File: src/rtl/busfree_pkg.sv
package busfree_pkg;

  typedef enum logic [1:0] {
    ST_IDLE   = 2'd0,
    ST_CLR    = 2'd1,
    ST_SETTLE = 2'd2,
    ST_LOW    = 2'd3
  } seq_st_e;

  // Timer load for an SCL low phase: a period of 0 is treated as 1 cycle.
  function automatic logic [31:0] low_load(input logic [31:0] period);
    return (period == 32'd0) ? 32'd0 : period - 32'd1;
  endfunction

endpackage

File: src/rtl/busfree_sync.sv
module busfree_sync #(
  parameter int W      = 2,
  parameter int STAGES = 2
) (
  input  logic         clk,
  input  logic         rst,
  input  logic [W-1:0] d_i,
  output logic [W-1:0] q_o
);

  logic [W-1:0] stage_q [STAGES];

  always_ff @(posedge clk) begin
    if (rst) stage_q[0] <= '0;
    else     stage_q[0] <= d_i;
  end

  generate
    for (genvar s = 1; s < STAGES; s++) begin : g_stage
      always_ff @(posedge clk) begin
        if (rst) stage_q[s] <= '0;
        else     stage_q[s] <= stage_q[s-1];
      end
    end
  endgenerate

  assign q_o = stage_q[STAGES-1];

endmodule

File: src/rtl/busfree_timer.sv
module busfree_timer #(
  parameter int W = 16
) (
  input  logic         clk,
  input  logic         rst,
  input  logic         load_i,
  input  logic [W-1:0] val_i,
  output logic         zero_o
);

  logic [W-1:0] cnt_q;

  always_ff @(posedge clk) begin
    if (rst)               cnt_q <= '0;
    else if (load_i)       cnt_q <= val_i;
    else if (cnt_q != '0)  cnt_q <= cnt_q - 1'b1;
  end

  assign zero_o = (cnt_q == '0);

endmodule

File: src/rtl/busfree_ctrl.sv
module busfree_ctrl
  import busfree_pkg::*;
#(
  parameter int TICK_W      = 16,
  parameter int MAX_TRIES   = 100,
  parameter int SYNC_STAGES = 2
) (
  input  logic              clk,
  input  logic              rst,
  input  logic              start_i,
  input  logic              free_i,
  input  logic [TICK_W-1:0] period_i,
  input  logic              tmr_zero_i,
  output logic              tmr_load_o,
  output logic [TICK_W-1:0] tmr_val_o,
  output logic              sda_pull_o,
  output logic              scl_pull_o,
  output logic              flags_clr_o,
  output logic              ctrl_rst_o,
  output logic              done_o,
  output logic              ok_o
);

  localparam int TRY_W = $clog2(MAX_TRIES + 1);
  localparam logic [TRY_W-1:0]  TRY_LIMIT  = TRY_W'(MAX_TRIES);
  localparam logic [TICK_W-1:0] SETTLE_LEN = TICK_W'(SYNC_STAGES);

  seq_st_e          st_q;
  logic [TRY_W-1:0] tries_q;
  logic             at_limit;
  logic             check_now;
  logic [TICK_W-1:0] low_val;

  assign at_limit  = (tries_q == TRY_LIMIT);
  assign check_now = (st_q == ST_SETTLE) && tmr_zero_i;
  assign low_val   = TICK_W'(low_load(32'(period_i)));

  always_comb begin
    tmr_load_o = 1'b0;
    tmr_val_o  = SETTLE_LEN;
    unique case (st_q)
      ST_CLR:    tmr_load_o = 1'b1;
      ST_SETTLE: begin
        tmr_val_o = low_val;
        if (check_now && !free_i && !at_limit) tmr_load_o = 1'b1;
      end
      ST_LOW:    if (tmr_zero_i) tmr_load_o = 1'b1;
      default:   tmr_load_o = 1'b0;
    endcase
  end

  always_ff @(posedge clk) begin
    if (rst) begin
      st_q        <= ST_IDLE;
      tries_q     <= '0;
      sda_pull_o  <= 1'b0;
      scl_pull_o  <= 1'b0;
      flags_clr_o <= 1'b0;
      ctrl_rst_o  <= 1'b0;
      done_o      <= 1'b0;
      ok_o        <= 1'b0;
    end else begin
      flags_clr_o <= 1'b0;
      done_o      <= 1'b0;
      unique case (st_q)
        ST_IDLE: begin
          if (start_i) begin
            st_q        <= ST_CLR;
            flags_clr_o <= 1'b1;
            ctrl_rst_o  <= 1'b1;
            tries_q     <= '0;
          end
        end
        ST_CLR: st_q <= ST_SETTLE;
        ST_SETTLE: begin
          if (check_now) begin
            if (free_i || at_limit) begin
              st_q       <= ST_IDLE;
              ctrl_rst_o <= 1'b0;
              done_o     <= 1'b1;
              ok_o       <= free_i;
            end else begin
              st_q       <= ST_LOW;
              sda_pull_o <= 1'b0;
              scl_pull_o <= 1'b1;
              tries_q    <= tries_q + 1'b1;
            end
          end
        end
        ST_LOW: begin
          if (tmr_zero_i) begin
            st_q       <= ST_SETTLE;
            scl_pull_o <= 1'b0;
          end
        end
        default: st_q <= ST_IDLE;
      endcase
    end
  end


  scl_under_reset_chk: assert property (@(posedge clk) disable iff (rst)
    scl_pull_o |-> ctrl_rst_o);


  done_drops_reset_chk: assert property (@(posedge clk) disable iff (rst)
    done_o |-> (!ctrl_rst_o && $past(ctrl_rst_o)));


  clear_in_reset_chk: assert property (@(posedge clk) disable iff (rst)
    flags_clr_o |-> (ctrl_rst_o && !$past(ctrl_rst_o)));


  start_ignored_chk: assert property (@(posedge clk) disable iff (rst)
    (ctrl_rst_o && start_i) |=> !flags_clr_o);


  ok_hold_chk: assert property (@(posedge clk) disable iff (rst)
    !done_o |-> $stable(ok_o));


  try_bound_chk: assert property (@(posedge clk) disable iff (rst)
    tries_q <= TRY_LIMIT);

endmodule

File: src/rtl/busfree_seq.sv
module busfree_seq #(
  parameter int TICK_W      = 16,
  parameter int MAX_TRIES   = 100,
  parameter int SYNC_STAGES = 2
) (
  input  logic              clk,
  input  logic              rst,
  input  logic              start_i,
  input  logic              sda_i,
  input  logic              scl_i,
  input  logic [TICK_W-1:0] tick_period_i,
  output logic              sda_pull_o,
  output logic              scl_pull_o,
  output logic              flags_clr_o,
  output logic              ctrl_rst_o,
  output logic              done_o,
  output logic              ok_o
);

  logic [1:0]        line_sync;
  logic              bus_free;
  logic              tmr_load;
  logic [TICK_W-1:0] tmr_val;
  logic              tmr_zero;

  busfree_sync #(.W(2), .STAGES(SYNC_STAGES)) u_sync (
    .clk (clk),
    .rst (rst),
    .d_i ({sda_i, scl_i}),
    .q_o (line_sync)
  );

  assign bus_free = line_sync[1] & line_sync[0];

  busfree_timer #(.W(TICK_W)) u_timer (
    .clk    (clk),
    .rst    (rst),
    .load_i (tmr_load),
    .val_i  (tmr_val),
    .zero_o (tmr_zero)
  );

  busfree_ctrl #(
    .TICK_W      (TICK_W),
    .MAX_TRIES   (MAX_TRIES),
    .SYNC_STAGES (SYNC_STAGES)
  ) u_ctrl (
    .clk         (clk),
    .rst         (rst),
    .start_i     (start_i),
    .free_i      (bus_free),
    .period_i    (tick_period_i),
    .tmr_zero_i  (tmr_zero),
    .tmr_load_o  (tmr_load),
    .tmr_val_o   (tmr_val),
    .sda_pull_o  (sda_pull_o),
    .scl_pull_o  (scl_pull_o),
    .flags_clr_o (flags_clr_o),
    .ctrl_rst_o  (ctrl_rst_o),
    .done_o      (done_o),
    .ok_o        (ok_o)
  );

endmodule

File: config.mk
export PLATFORM = sky130hd
export DESIGN_NAME = busfree_seq
export DESIGN_NICKNAME = d
export VERILOG_FILES = /design/src/rtl/busfree_pkg.sv /design/src/rtl/busfree_sync.sv /design/src/rtl/busfree_timer.sv /design/src/rtl/busfree_ctrl.sv /design/src/rtl/busfree_seq.sv
export SDC_FILE = /design/constraint.sdc
export NUM_CORES = 1
export LEC_CHECK = 0
export BUFFER_PORTS_ARGS = -buffer_cell sky130_fd_sc_hd__buf_2
export CAP_MARGIN = 10
export CORE_MARGIN = 2
export CORE_UTILIZATION = 49
export DETAILED_ROUTE_END_ITERATION = 8
export GPL_TIMING_DRIVEN = 0
export HOLD_SLACK_MARGIN = 0.12
export PLACE_DENSITY = 0.71
export SYNTH_ARGS = -nofsm -noshare
export SYNTH_HDL_FRONTEND = slang
export SYNTH_SLANG_ARGS = --single-unit
File: constraint.sdc
create_clock -name clk -period 2.3 [get_ports clk]
set_input_delay 0.115 -clock clk [delete_from_list [all_inputs] [get_ports clk]]
set_output_delay 0.115 -clock clk [all_outputs]
set_load 0.02 [all_outputs]
### Word level (Yosys, flattened, before mapping)

Memories as Yosys holds them, arrays and structs flattened.
Cells that the tools add are included.

* flip-flop bits (word level): 30
* memory bits (writable): 4
* bits of input ports: 21
* output and inout bits: 6
* memories kept: 1

* add/subtract/negate cells: 3
* equality and inequality tests: 9
* muxes and demuxes: 31
* bitwise operators: 6
* reduce and logical (&&, ||, !) cells: 20

Memory list
* u_sync.stage_q: depth 2, bits a word 2, rd ports 2, clocked after memory_dff 0, wr ports 2, RTL line busfree_sync.sv:11 `logic [W-1:0] stage_q [STAGES];`

Operator list (count)
* two-way mux 16 bit: 4
* zero test 16 bit: 2
* subtractor 16 x 1 -> 16 bit (second input constant): 2
* two-way mux 7 bit: 3
* nonzero test 16 bit: 1
* case mux 7 bit (2 select lines): 1
* two-way mux 1 bit: 13
* two-way mux 2 bit: 6
* AND reduction 4 bit: 3
* case mux 2 bit (4 select lines): 1
* adder 7 x 1 -> 7 bit (second input constant): 1
* equality test 7 bit (second input constant): 1
* inequality test 2 bit (second input constant): 3
* AND reduction 3 bit: 2
* nonzero test 2 bit: 3
* equality test 2 bit (second input constant): 2
* inequality test 2 x 1 -> 1 bit (second input constant): 2
* case mux 1 bit (2 select lines): 2
* logical AND 1 bit: 3
* NOT 1 bit: 3
* case mux 1 bit (3 select lines): 1
* OR reduction 3 bit: 1
* equality test 2 x 1 -> 1 bit (second input constant): 1
* zero test 1 bit: 2
* other kinds (5): 6

### Logic depth before layout (Yosys ltp)

Gate-level depths: netlist of run 1.
An unclocked memory read counts as a cell.

* depth in word-level cells: 8
* mapped depth: 9

### By module

A second synthesis of run 1 with hierarchy kept.

* cells, all modules: 262
* area, all modules: 2142.1 µm²

By module, submodules not included
* busfree_ctrl: instances 1, cells an instance 137, area each 1066.0 µm², sequential area each 280.3 µm²
* busfree_timer: instances 1, cells an instance 116, area each 964.7 µm², sequential area each 320.3 µm²
* busfree_sync: instances 1, cells an instance 8, area each 105.1 µm², sequential area each 80.1 µm²
* busfree_seq: instances 1, cells an instance 1, area each 6.3 µm², sequential area each 0.0 µm²

### Worst setup path after synthesis of run 1

OpenSTA, ideal clock, no wires.

* path type: register -> register
* from: register u_timer.cnt_q[0]
* to: register u_ctrl.tries_q[6]
* arrival time: 1.832 ns
* data required time: 2.230 ns
* setup slack: 0.399 ns
* stages on the path, launching flop included: 10
* path buffers: 2
* clock period less this slack: 1.901 ns
* cell sequence: dfxtp_1 > inv_1 > ha_1 > nor4b_2 > and4_1 > buf_6 > a31oi_4 > buf_6 > or3_1 > a21oi_1

* longest elaborated chain between the ends: 4

Ends and longest elaborated chain
* start, declared: RTL line busfree_timer.sv:11 `logic [W-1:0] cnt_q;`
* start signal, assigned: RTL line busfree_timer.sv:15 `else if (load_i) cnt_q <= val_i;`
* start signal, assigned: RTL line busfree_timer.sv:16 `else if (cnt_q != '0) cnt_q <= cnt_q - 1'b1;`
* zero test 16 bit: RTL line busfree_timer.sv:19 `assign zero_o = (cnt_q == '0);`
* logical AND 1 bit: RTL line busfree_ctrl.sv:35 `assign check_now = (st_q == ST_SETTLE) && tmr_zero_i;`
* inequality test 2 x 1 -> 1 bit (no line)
* AND reduction 4 bit (no line)
* end signal, assigned: RTL line busfree_ctrl.sv:86 `tries_q <= tries_q + 1'b1;`
* end, declared: RTL line busfree_ctrl.sv:29 `logic [TRY_W-1:0] tries_q;`

Every way passes these cells.
A chain may end at the register's enable or synchronous reset.

### Final worst setup path of run 1

* from: register u_ctrl.tries_q[0]
* to: register u_timer.cnt_q[4]

* longest elaborated chain between the ends: 6
* elaborated cells between the ends (all ways): 7
* classes of those cells: eq/ne: 1; mux: 3; reduce/logical: 3

Ends and longest elaborated chain
* equality test 7 bit (*): RTL line busfree_ctrl.sv:34 `assign at_limit = (tries_q == TRY_LIMIT);`
* zero test 1 bit (*): RTL line busfree_ctrl.sv:45 `if (check_now && !free_i && !at_limit) tmr_load_o = 1'b1;`
* logical AND 1 bit (*): RTL line busfree_ctrl.sv:45
* two-way mux 1 bit (*): RTL line busfree_ctrl.sv:45
* case mux 1 bit (3 select lines) (*): RTL line busfree_ctrl.sv:41 `unique case (st_q)`
* two-way mux 16 bit or nonzero test 2 bit (tied branches)

Mark *: on every way between the ends. The rest lies on a longest branch, timed or not.

==> results of run 1 <==
through the flow:
stage	cells	hold WS [ns]	worst slack (ns)	instance area, µm²	util
CTS	322	0.139	0.0642	2350	0.587
detailed placement	311	0.331	0.0993	2220	0.556
floorplan	236	0.187	0.399	2040	-
global route	322	0.164	0.0191	2370	0.592
global placement	311	0.321	0.0847	2220	0.556
finish	322	0.138	0.199	2370	0.592
flip-flops by register name, indices dropped and copies added (netlist names):
signal              flops
u_timer.cnt_q          16
u_ctrl.ctrl_rst_o       1
u_ctrl.done_o           1
u_ctrl.scl_pull_o       1
u_sync.stage_q          4
u_ctrl.tries_q          7
u_ctrl.ok_o             1
u_ctrl.flags_clr_o      1
u_ctrl.st_q             2
where the power goes:
group,switching (µW),internal [µW]
clock,217,240
sequential,125,704
combinational,654,531
timing repair:
item | in CTS | in global routing
hold buffers | 3 | 0
endpoints found under the setup margin | 0 | 12
gates resized for setup | 0 | 6
hold endpoints to repair | 3 | 0
per-layer routing:
metal / GRT usage / vias up / wire (µm)
met5: 0 / - / 0
met4: 0.0825 / 0 / 70
met3: 0.0345 / 5 / 188
met2: 0.326 / 44 / 1860
met1: 0.291 / 840 / 2200
li1: - / 943 / -
worst max-delay path: stages (launching register included):
cell and delay, ns:
dfxtp_1 0.37, inv_1 0.08, ha_1 0.26, and3b_1 0.22, a221oi_2 0.41, a21boi_1 0.28
nand2_2 0.20, o22ai_1 0.20
cells in the mapped netlist (2+ instances only):
| cell | n | area share |
|---|---|---|
| a211oi_1 | 2 | 0.0074 |
| a21oi_1 | 14 | 0.034 |
| a221oi_1 | 2 | 0.0086 |
| a22oi_1 | 3 | 0.011 |
| and2_1 | 2 | 0.0061 |
| and3b_1 | 2 | 0.0086 |
| buf_2 | 2 | 0.0049 |
| buf_6 | 2 | 0.011 |
| clkbuf_1 | 8 | 0.015 |
| dfxtp_1 | 34 | 0.33 |
| ha_1 | 5 | 0.031 |
| inv_1 | 9 | 0.017 |
| mux2i_1 | 2 | 0.0098 |
| nand2_1 | 10 | 0.018 |
| nand2b_1 | 2 | 0.0061 |
| nand3_1 | 6 | 0.015 |
| nand3b_1 | 2 | 0.0074 |
| nand4_1 | 4 | 0.012 |
| nor2_1 | 20 | 0.037 |
| nor2b_1 | 5 | 0.015 |
| nor3_1 | 14 | 0.034 |
| nor4_1 | 4 | 0.012 |
| nor4_2 | 2 | 0.012 |
| o21ai_0 | 9 | 0.022 |
| o22ai_1 | 8 | 0.025 |
| o32ai_1 | 2 | 0.0086 |
| or3_1 | 8 | 0.025 |
| or3_2 | 2 | 0.0074 |
| or4_1 | 3 | 0.011 |
| xnor2_1 | 9 | 0.039 |
| xor2_1 | 14 | 0.060 |
final cells by class:
type / count / area [µm²] / area share
multi-input cells: 180 / 1270 / 0.536
clock buffers: 6 / 82.6 / 0.0349
plain buffers: 13 / 71.3 / 0.0301
well taps: 50 / 62.6 / 0.0264
flip-flops and latches: 34 / 681 / 0.288
clock inverters: 2 / 12.5 / 0.00529
inverters: 9 / 33.8 / 0.0143
repair buffers: 28 / 155 / 0.0655
logic make-up (layout without fill, tap and decap cells):
kind of cell	after synthesis	in the layout
adders and majority gates	5	5
other	1	1
and+or+nand+nor	97	97
buffers and inverters	22	58
muxes	2	2
DFF	34	34
AOI/OAI and AO/OA	52	52
xor gates and xnor gates	23	23
worst paths after layout:
| check | start | end | slack, ns | cells past startpoint |
|---|---|---|---|---|
| max | u_ctrl.tries_q[0]$_SDFFE_PP0P_ | u_timer.cnt_q[4]$_SDFFE_PP0P_ | 0.20 | 7 |
| min | tick_period_i[15] | u_timer.cnt_q[15]$_SDFFE_PP0P_ | 0.14 | 3 |
| max reg2reg | u_ctrl.tries_q[0]$_SDFFE_PP0P_ | u_timer.cnt_q[4]$_SDFFE_PP0P_ | 0.20 | 7 |
| min reg2reg | u_sync.stage_q[0][1]$_SDFF_PP0_ | u_sync.stage_q[1][1]$_SDFF_PP0_ | 0.44 | 1 |
==> flow_summary.toml, run 1 <==
[run_status]
outcome = "finished clean"

[finish]
drive_above_1_share = 0.210
final_common_cell = "dfxtp_1"
fillCellCount = 357
final_nets = 297
syn_to_final_growth_pct = 16.2
insertedDiodeCount = 0
final_cell_mix = "34 x dfxtp_1, 27 x buf_2, 20 x nor2_1"

[grt]
track_usage = 0.211
grt_max_degree = 12
antenna_found_initial = 0
grt_pass1_vias = 1568
gr-total-overflow = 0
grt_pass1_wl_um = 7310

[die]
core_area_um2 = 4000
fp.dieArea_um2 = 4690
die_w_um = 68.5
io_pins = 27
die_height_um = 68.5
start_util = 0.509
rows = 23

[synth]
synth-main-ff-cell = "dfxtp_1"
synth_mux_area_frac = 0.00983
yosys.area_share.simple = 0.285
yosysSeqAreaShare = 0.334
synth-edff-count = 0
synth_cell_types = 56
synthesis.area_um2 = 2040
syn_nets = 262
synth_top_family_by_area = "simple AND/OR/NAND/NOR gates"
synth_compound_area_frac = 0.189
synth-seq-cells = 34
synth_area_per_cell_um2 = 8.63
yosysWarnings = 0
synth_xor_area_frac = 0.0989
synth_cells = 236
async_reset_ff_frac = 0
synth_fa_ha_area_frac = 0.0307

[setup_path]
cp_max_fo = 10
setup.worst_path.start_class = "flop"
end_kind = "flop"
critPathRequiredTime_ns = 2.51
worstPathArrival_ns = 2.31
crit_type = "reg -> reg"

[drt]
wl_per_cell_um = 13.4
drt_iter0_markers = 99
ant_nets = 0
vias = 1832
wl_um = 4310
drtPass1Iterations = 4
drc = 0
vias_per_cell = 5.69

[power_and_ir_drop]
irDropWorstVdd_v = 0.000721
power_uw = 2470
power_density_nw_per_um2 = 1040
leakage_uw = 0.000874

[timing]
setup_viol = 0
timing.final.crit_share = 0.913
totalNegativeSetupSlack_ns = 0
fin_skew_ns = 0.00787
drv_slew = 0
rsz0062_at_grt = "false"
max_slew.worst_pin.slew_ns = 0.558
relSlewSlack = 0.628
final_hold_viol_count = 0
clock.fmax_mhz = 476
period_needed_ns = 2.10

[hold_path]
hold_class = "in -> reg"

[flow_run]
maxCapViolations = 0

[clocking]
clkTransAtPathRegs_ns = 0.07
root_buffer = "clkbuf_8"
numCtsBuffers = 5
cts_setup_buffers = 0
clock_latency_ns = 0.29
clock_path_buffers = 2
cts.sink_count = 34
htree_num_levels = 2
cts_tree = "built"

[placement]
gp_congestion = 0.916
place.port_buffers = 25
dp_hpwl_um = 3310
No activity file was read; power rests on OpenSTA's default activity.
==> run 2: changes to the inputs <==
- REMOVE_ABC_BUFFERS: unset -> 1
==> flow_summary.toml, run 2 (synthesized netlist as in run 1, its figures left out) <==
[power_and_ir_drop]
leakage_uw = 0.000858
irDropWorstVdd_v = 0.000742
power_density_nw_per_um2 = 1100

[setup_path]
setup.worst_path.start_class = "flop"
worstPathArrival_ns = 2.35
critPathRequiredTime_ns = 2.52
end_kind = "flop"
crit_type = "reg -> reg"
cp_max_fo = 12

[die]
fp.dieArea_um2 = 4690
rows = 23
die_height_um = 68.5
die_w_um = 68.5
start_util = 0.509
core_area_um2 = 4000
io_pins = 27

[finish]
insertedDiodeCount = 0
largest_reg_flops = 16
final_common_cell = "dfxtp_1"
reg_top3 = "u_timer.cnt_q x16, u_ctrl.tries_q x7, u_sync.stage_q x4"
syn_to_final_growth_pct = 14.9
final_cell_mix = "34 x dfxtp_1, 25 x buf_2, 20 x nor2_1"
regMostFlops = "u_timer.cnt_q"
drive_above_1_share = 0.210
final_nets = 287

[clocking]
htree_num_levels = 2
clkTransAtPathRegs_ns = 0.07
numCtsBuffers = 5
root_buffer = "clkbuf_8"
clock_latency_ns = 0.29
cts_tree = "built"
clock_path_buffers = 2
cts.sink_count = 34

[timing]
period_needed_ns = 2.13
drv_slew = 0
max_slew.worst_pin.slew_ns = 0.596
final_hold_viol_count = 0
whs_ns = 0.138
clock.fmax_mhz = 470
fin_skew_ns = 0.00499
rsz0062_at_grt = "false"
totalNegativeSetupSlack_ns = 0
relSlewSlack = 0.603
setup_viol = 0
timing.final.crit_share = 0.924

[placement]
gp_congestion = 0.890
place.port_buffers = 25
dp_hpwl_um = 3280

[grt]
grt_max_degree = 25
track_usage = 0.214
antenna_found_initial = 0
grt_pass1_wl_um = 7490
grt_pass1_vias = 1657
gr-total-overflow = 0

[drt]
drtPass1Iterations = 4
drc = 0
drt_iter0_markers = 80
vias = 1816
vias_per_cell = 5.82
ant_nets = 0
wl_per_cell_um = 14.3
wl_um = 4480

[run_status]
outcome = "finished clean"

[flow_run]
maxCapViolations = 0

[hold_path]
hold_class = "in -> reg"
## run 2: cell count changes in the layout (fill, tap and decap cells not counted), sizes merged
cell and change:
buf -1, bufinv +1, clkbuf -9, clkinv +1, clkinvlp -1, dlygate4sd3 -1
## run 2: final timing paths
kind,startpoint,endpoint,slack [ns],cells after the start
hold / removal,tick_period_i[5],u_timer.cnt_q[5]$_SDFFE_PP0P_,0.14,3
setup reg to reg,u_timer.cnt_q[0]$_SDFFE_PP0P_,u_ctrl.tries_q[4]$_SDFFE_PP0P_,0.17,7
hold reg to reg,u_sync.stage_q[0][1]$_SDFF_PP0_,u_sync.stage_q[1][1]$_SDFF_PP0_,0.44,1
setup / recovery,u_timer.cnt_q[0]$_SDFFE_PP0P_,u_ctrl.tries_q[4]$_SDFFE_PP0P_,0.17,7
## run 2: layout make-up
type | instances | area (µm²)
fillers | 374 | 1660
clock inverters | 3 | 40.0
well taps | 50 | 62.6
inverters | 9 | 33.8
multi-input cells | 180 | 1280
flip-flops and latches | 34 | 681
repair buffers | 31 | 175
clock buffers | 5 | 68.8
## run 2: layer usage
metal / GRT usage / up-vias / wire length (µm)
li1: - / 920 / -
met1: 0.276 / 853 / 2200
met2: 0.349 / 36 / 2060
met3: 0.0477 / 7 / 149
met4: 0.0750 / 0 / 61
met5: 0 / - / 0
## run 2: critical path, cell delays in order (launching register included)
cell,delay (ns)
dfxtp_1,0.32
inv_1,0.11
ha_1,0.18
nor4b_4,0.28
and4_4,0.36
a31oi_4,0.17
or3_2,0.48
a21oi_1,0.16
## run 2: what timing repair did
action / 4_1_cts / 5_1_grt
resized for setup: 2 / 4
hold buffers: 2 / 0
endpoints found under the setup margin: 12 / 14
pin swaps: 1 / 0
hold endpoints to repair: 2 / 0
buffers inserted: 4 / 0
## run 2: power by group
group	switching, µW	total [µW]	internal [µW]
combinational	648	1190	542
sequential	137	841	704
clock	227	545	319
total	1010	2580	1560
## run 2: metrics by stage
step,cells,util,area (µm²),total power (µW),setup slack [ns]
after global placement,298,0.539,2150,1900,-0.132
after global routing,312,0.585,2340,2740,0.0652
final,312,0.585,2340,2580,0.174
after detailed placement,298,0.539,2150,1910,-0.125
after floorplan,223,-,1970,1670,0.288
after CTS,312,0.582,2330,2540,0.0306
==> run 3: changes to the inputs <==
- BUFFER_PORTS_ARGS: -buffer_cell sky130_fd_sc_hd__buf_2 -> -buffer_cell sky130_fd_sc_hd__buf_4
==> flow_summary.toml, run 3 (synthesized netlist as in run 1, its figures left out) <==
[run_status]
outcome = "finished clean"

[clocking]
cts_tree = "built"
root_buffer = "clkbuf_8"
cts.sink_count = 34
clkTransAtPathRegs_ns = 0.06
clock_path_buffers = 2
numCtsBuffers = 5
clock_latency_ns = 0.29
htree_num_levels = 2

[finish]
final_common_cell = "dfxtp_1"
seq_area_um2 = 681
multiInputGateArea_um2 = 1290
largest_reg_flops = 16
reg_top3 = "u_timer.cnt_q x16, u_ctrl.tries_q x7, u_sync.stage_q x4"
final_area_um2 = 2370
regMostFlops = "u_timer.cnt_q"
final_nets = 286
final_cell_mix = "34 x dfxtp_1, 27 x buf_4, 20 x nor2_1"
drive_above_1_share = 0.192
syn_to_final_growth_pct = 16.5
fillCellCount = 366
insertedDiodeCount = 0

[setup_path]
worstPathArrival_ns = 2.40
startpoint = "u_ctrl.tries_q[0]$_SDFFE_PP0P_"
crit_type = "reg -> reg"
setup.worst_path.start_class = "flop"
reg2reg_from = "u_ctrl.tries_q[0]$_SDFFE_PP0P_"
critPathRequiredTime_ns = 2.52
end_kind = "flop"
cp_max_fo = 10

[timing]
final_hold_viol_count = 0
period_needed_ns = 2.19
max_slew.worst_pin.slew_ns = 0.583
rsz0062_at_grt = "false"
setup_viol = 0
fin_skew_ns = 0.00338
drv_slew = 0
timing.final.crit_share = 0.950
worst_slack_ns = 0.114
relSlewSlack = 0.611
clock.fmax_mhz = 457

[grt]
grt_max_degree = 25
grt_pass1_wl_um = 7490
antenna_found_initial = 0
gr-total-overflow = 0
track_usage = 0.219
grt_pass1_vias = 1581

[die]
start_util = 0.509
die_w_um = 68.5
rows = 23
core_area_um2 = 4000
io_pins = 27
die_height_um = 68.5
fp.dieArea_um2 = 4690

[power_and_ir_drop]
power_switching_uw = 978
sw_frac_of_total = 0.404
internal_power_uw = 1440
pwr-share-clk = 0.169
power_uw = 2420
irDropWorstVdd_v = 0.000666
seqPwrFrac = 0.347
power_density_nw_per_um2 = 1020
p_comb_frac = 0.484
leakage_uw = 0.000857

[placement]
gp_congestion = 0.889
dpl_cell_area_um2 = 2220
dp_hpwl_um = 3220
place.port_buffers = 25
place_ws_ns = -0.142

[drt]
ant_nets = 0
drtPass1Iterations = 4
wl_um = 4460
drt_iter0_markers = 110
vias = 1794
vias_per_cell = 5.79
drc = 0
wl_per_cell_um = 14.4

[flow_run]
maxCapViolations = 0

[hold_path]
hold_class = "in -> reg"
hold_path.startpoint = "tick_period_i[14]"
-- run 3: power by group through the flow --
stage	clock [µW]	combinational, µW	sequential, µW
floorplan	0	844	827
global placement	0	1070	841
detailed placement	0	1070	846
CTS	422	1130	835
global route	449	1310	859
finish	409	1170	840
-- run 3: path summary, 6_finish.rpt --
check                                                       end  slack (ns)  cells after the start
worst max-delay path             u_timer.cnt_q[12]$_SDFFE_PP0P_        0.11                      7
worst min-delay path             u_timer.cnt_q[14]$_SDFFE_PP0P_        0.13                      3
worst max register to register   u_timer.cnt_q[12]$_SDFFE_PP0P_        0.11                      7
worst min register to register  u_sync.stage_q[1][0]$_SDFF_PP0_        0.44                      1
-- run 3: layer usage --
metal	global-route usage	up-vias	routed length, µm
li1	-	913	-
met1	0.303	835	2180
met4	0.0725	0	61
met2	0.326	41	2010
met5	0	-	0
met3	0.0625	5	213
-- run 3: critical path, stage by stage, from the launching register on --
cell	delay [ns]
dfxtp_1	0.37
inv_1	0.07
ha_1	0.26
and3b_1	0.21
a221oi_2	0.42
a21boi_0	0.35
nand2_2	0.23
o22ai_1	0.20
-- run 3: timing repair --
| item | CTS | global route |
|---|---|---|
| buffers inserted | 2 | 0 |
| setup endpoints to repair | 7 | 14 |
| pin swaps | 1 | 0 |
| hold buffers | 3 | 0 |
| gates resized for setup | 2 | 4 |
| endpoints found under the hold margin | 3 | 0 |
-- run 3: cell type report --
type	count	area share
Sequential cell	34	0.287
Inverter	9	0.0142
Timing Repair Buffer	30	0.0980
Clock buffer	7	0.0322
Tap cell	50	0.0264
Multi-Input combinational cell	180	0.542
-- run 3: stage by stage --
| step | instances | TNS [ns] | util | hold slack (ns) |
|---|---|---|---|---|
| 3_5_place_dp | 298 | -0.597 | 0.554 | 0.336 |
| 3_3_place_gp | 298 | -0.546 | 0.554 | 0.325 |
| 2_1_floorplan | 223 | 0 | - | 0.184 |
| 5_1_grt | 310 | 0 | 0.593 | 0.150 |
| 6_report | 310 | 0 | 0.593 | 0.131 |
| 4_1_cts | 310 | 0 | 0.588 | 0.126 |
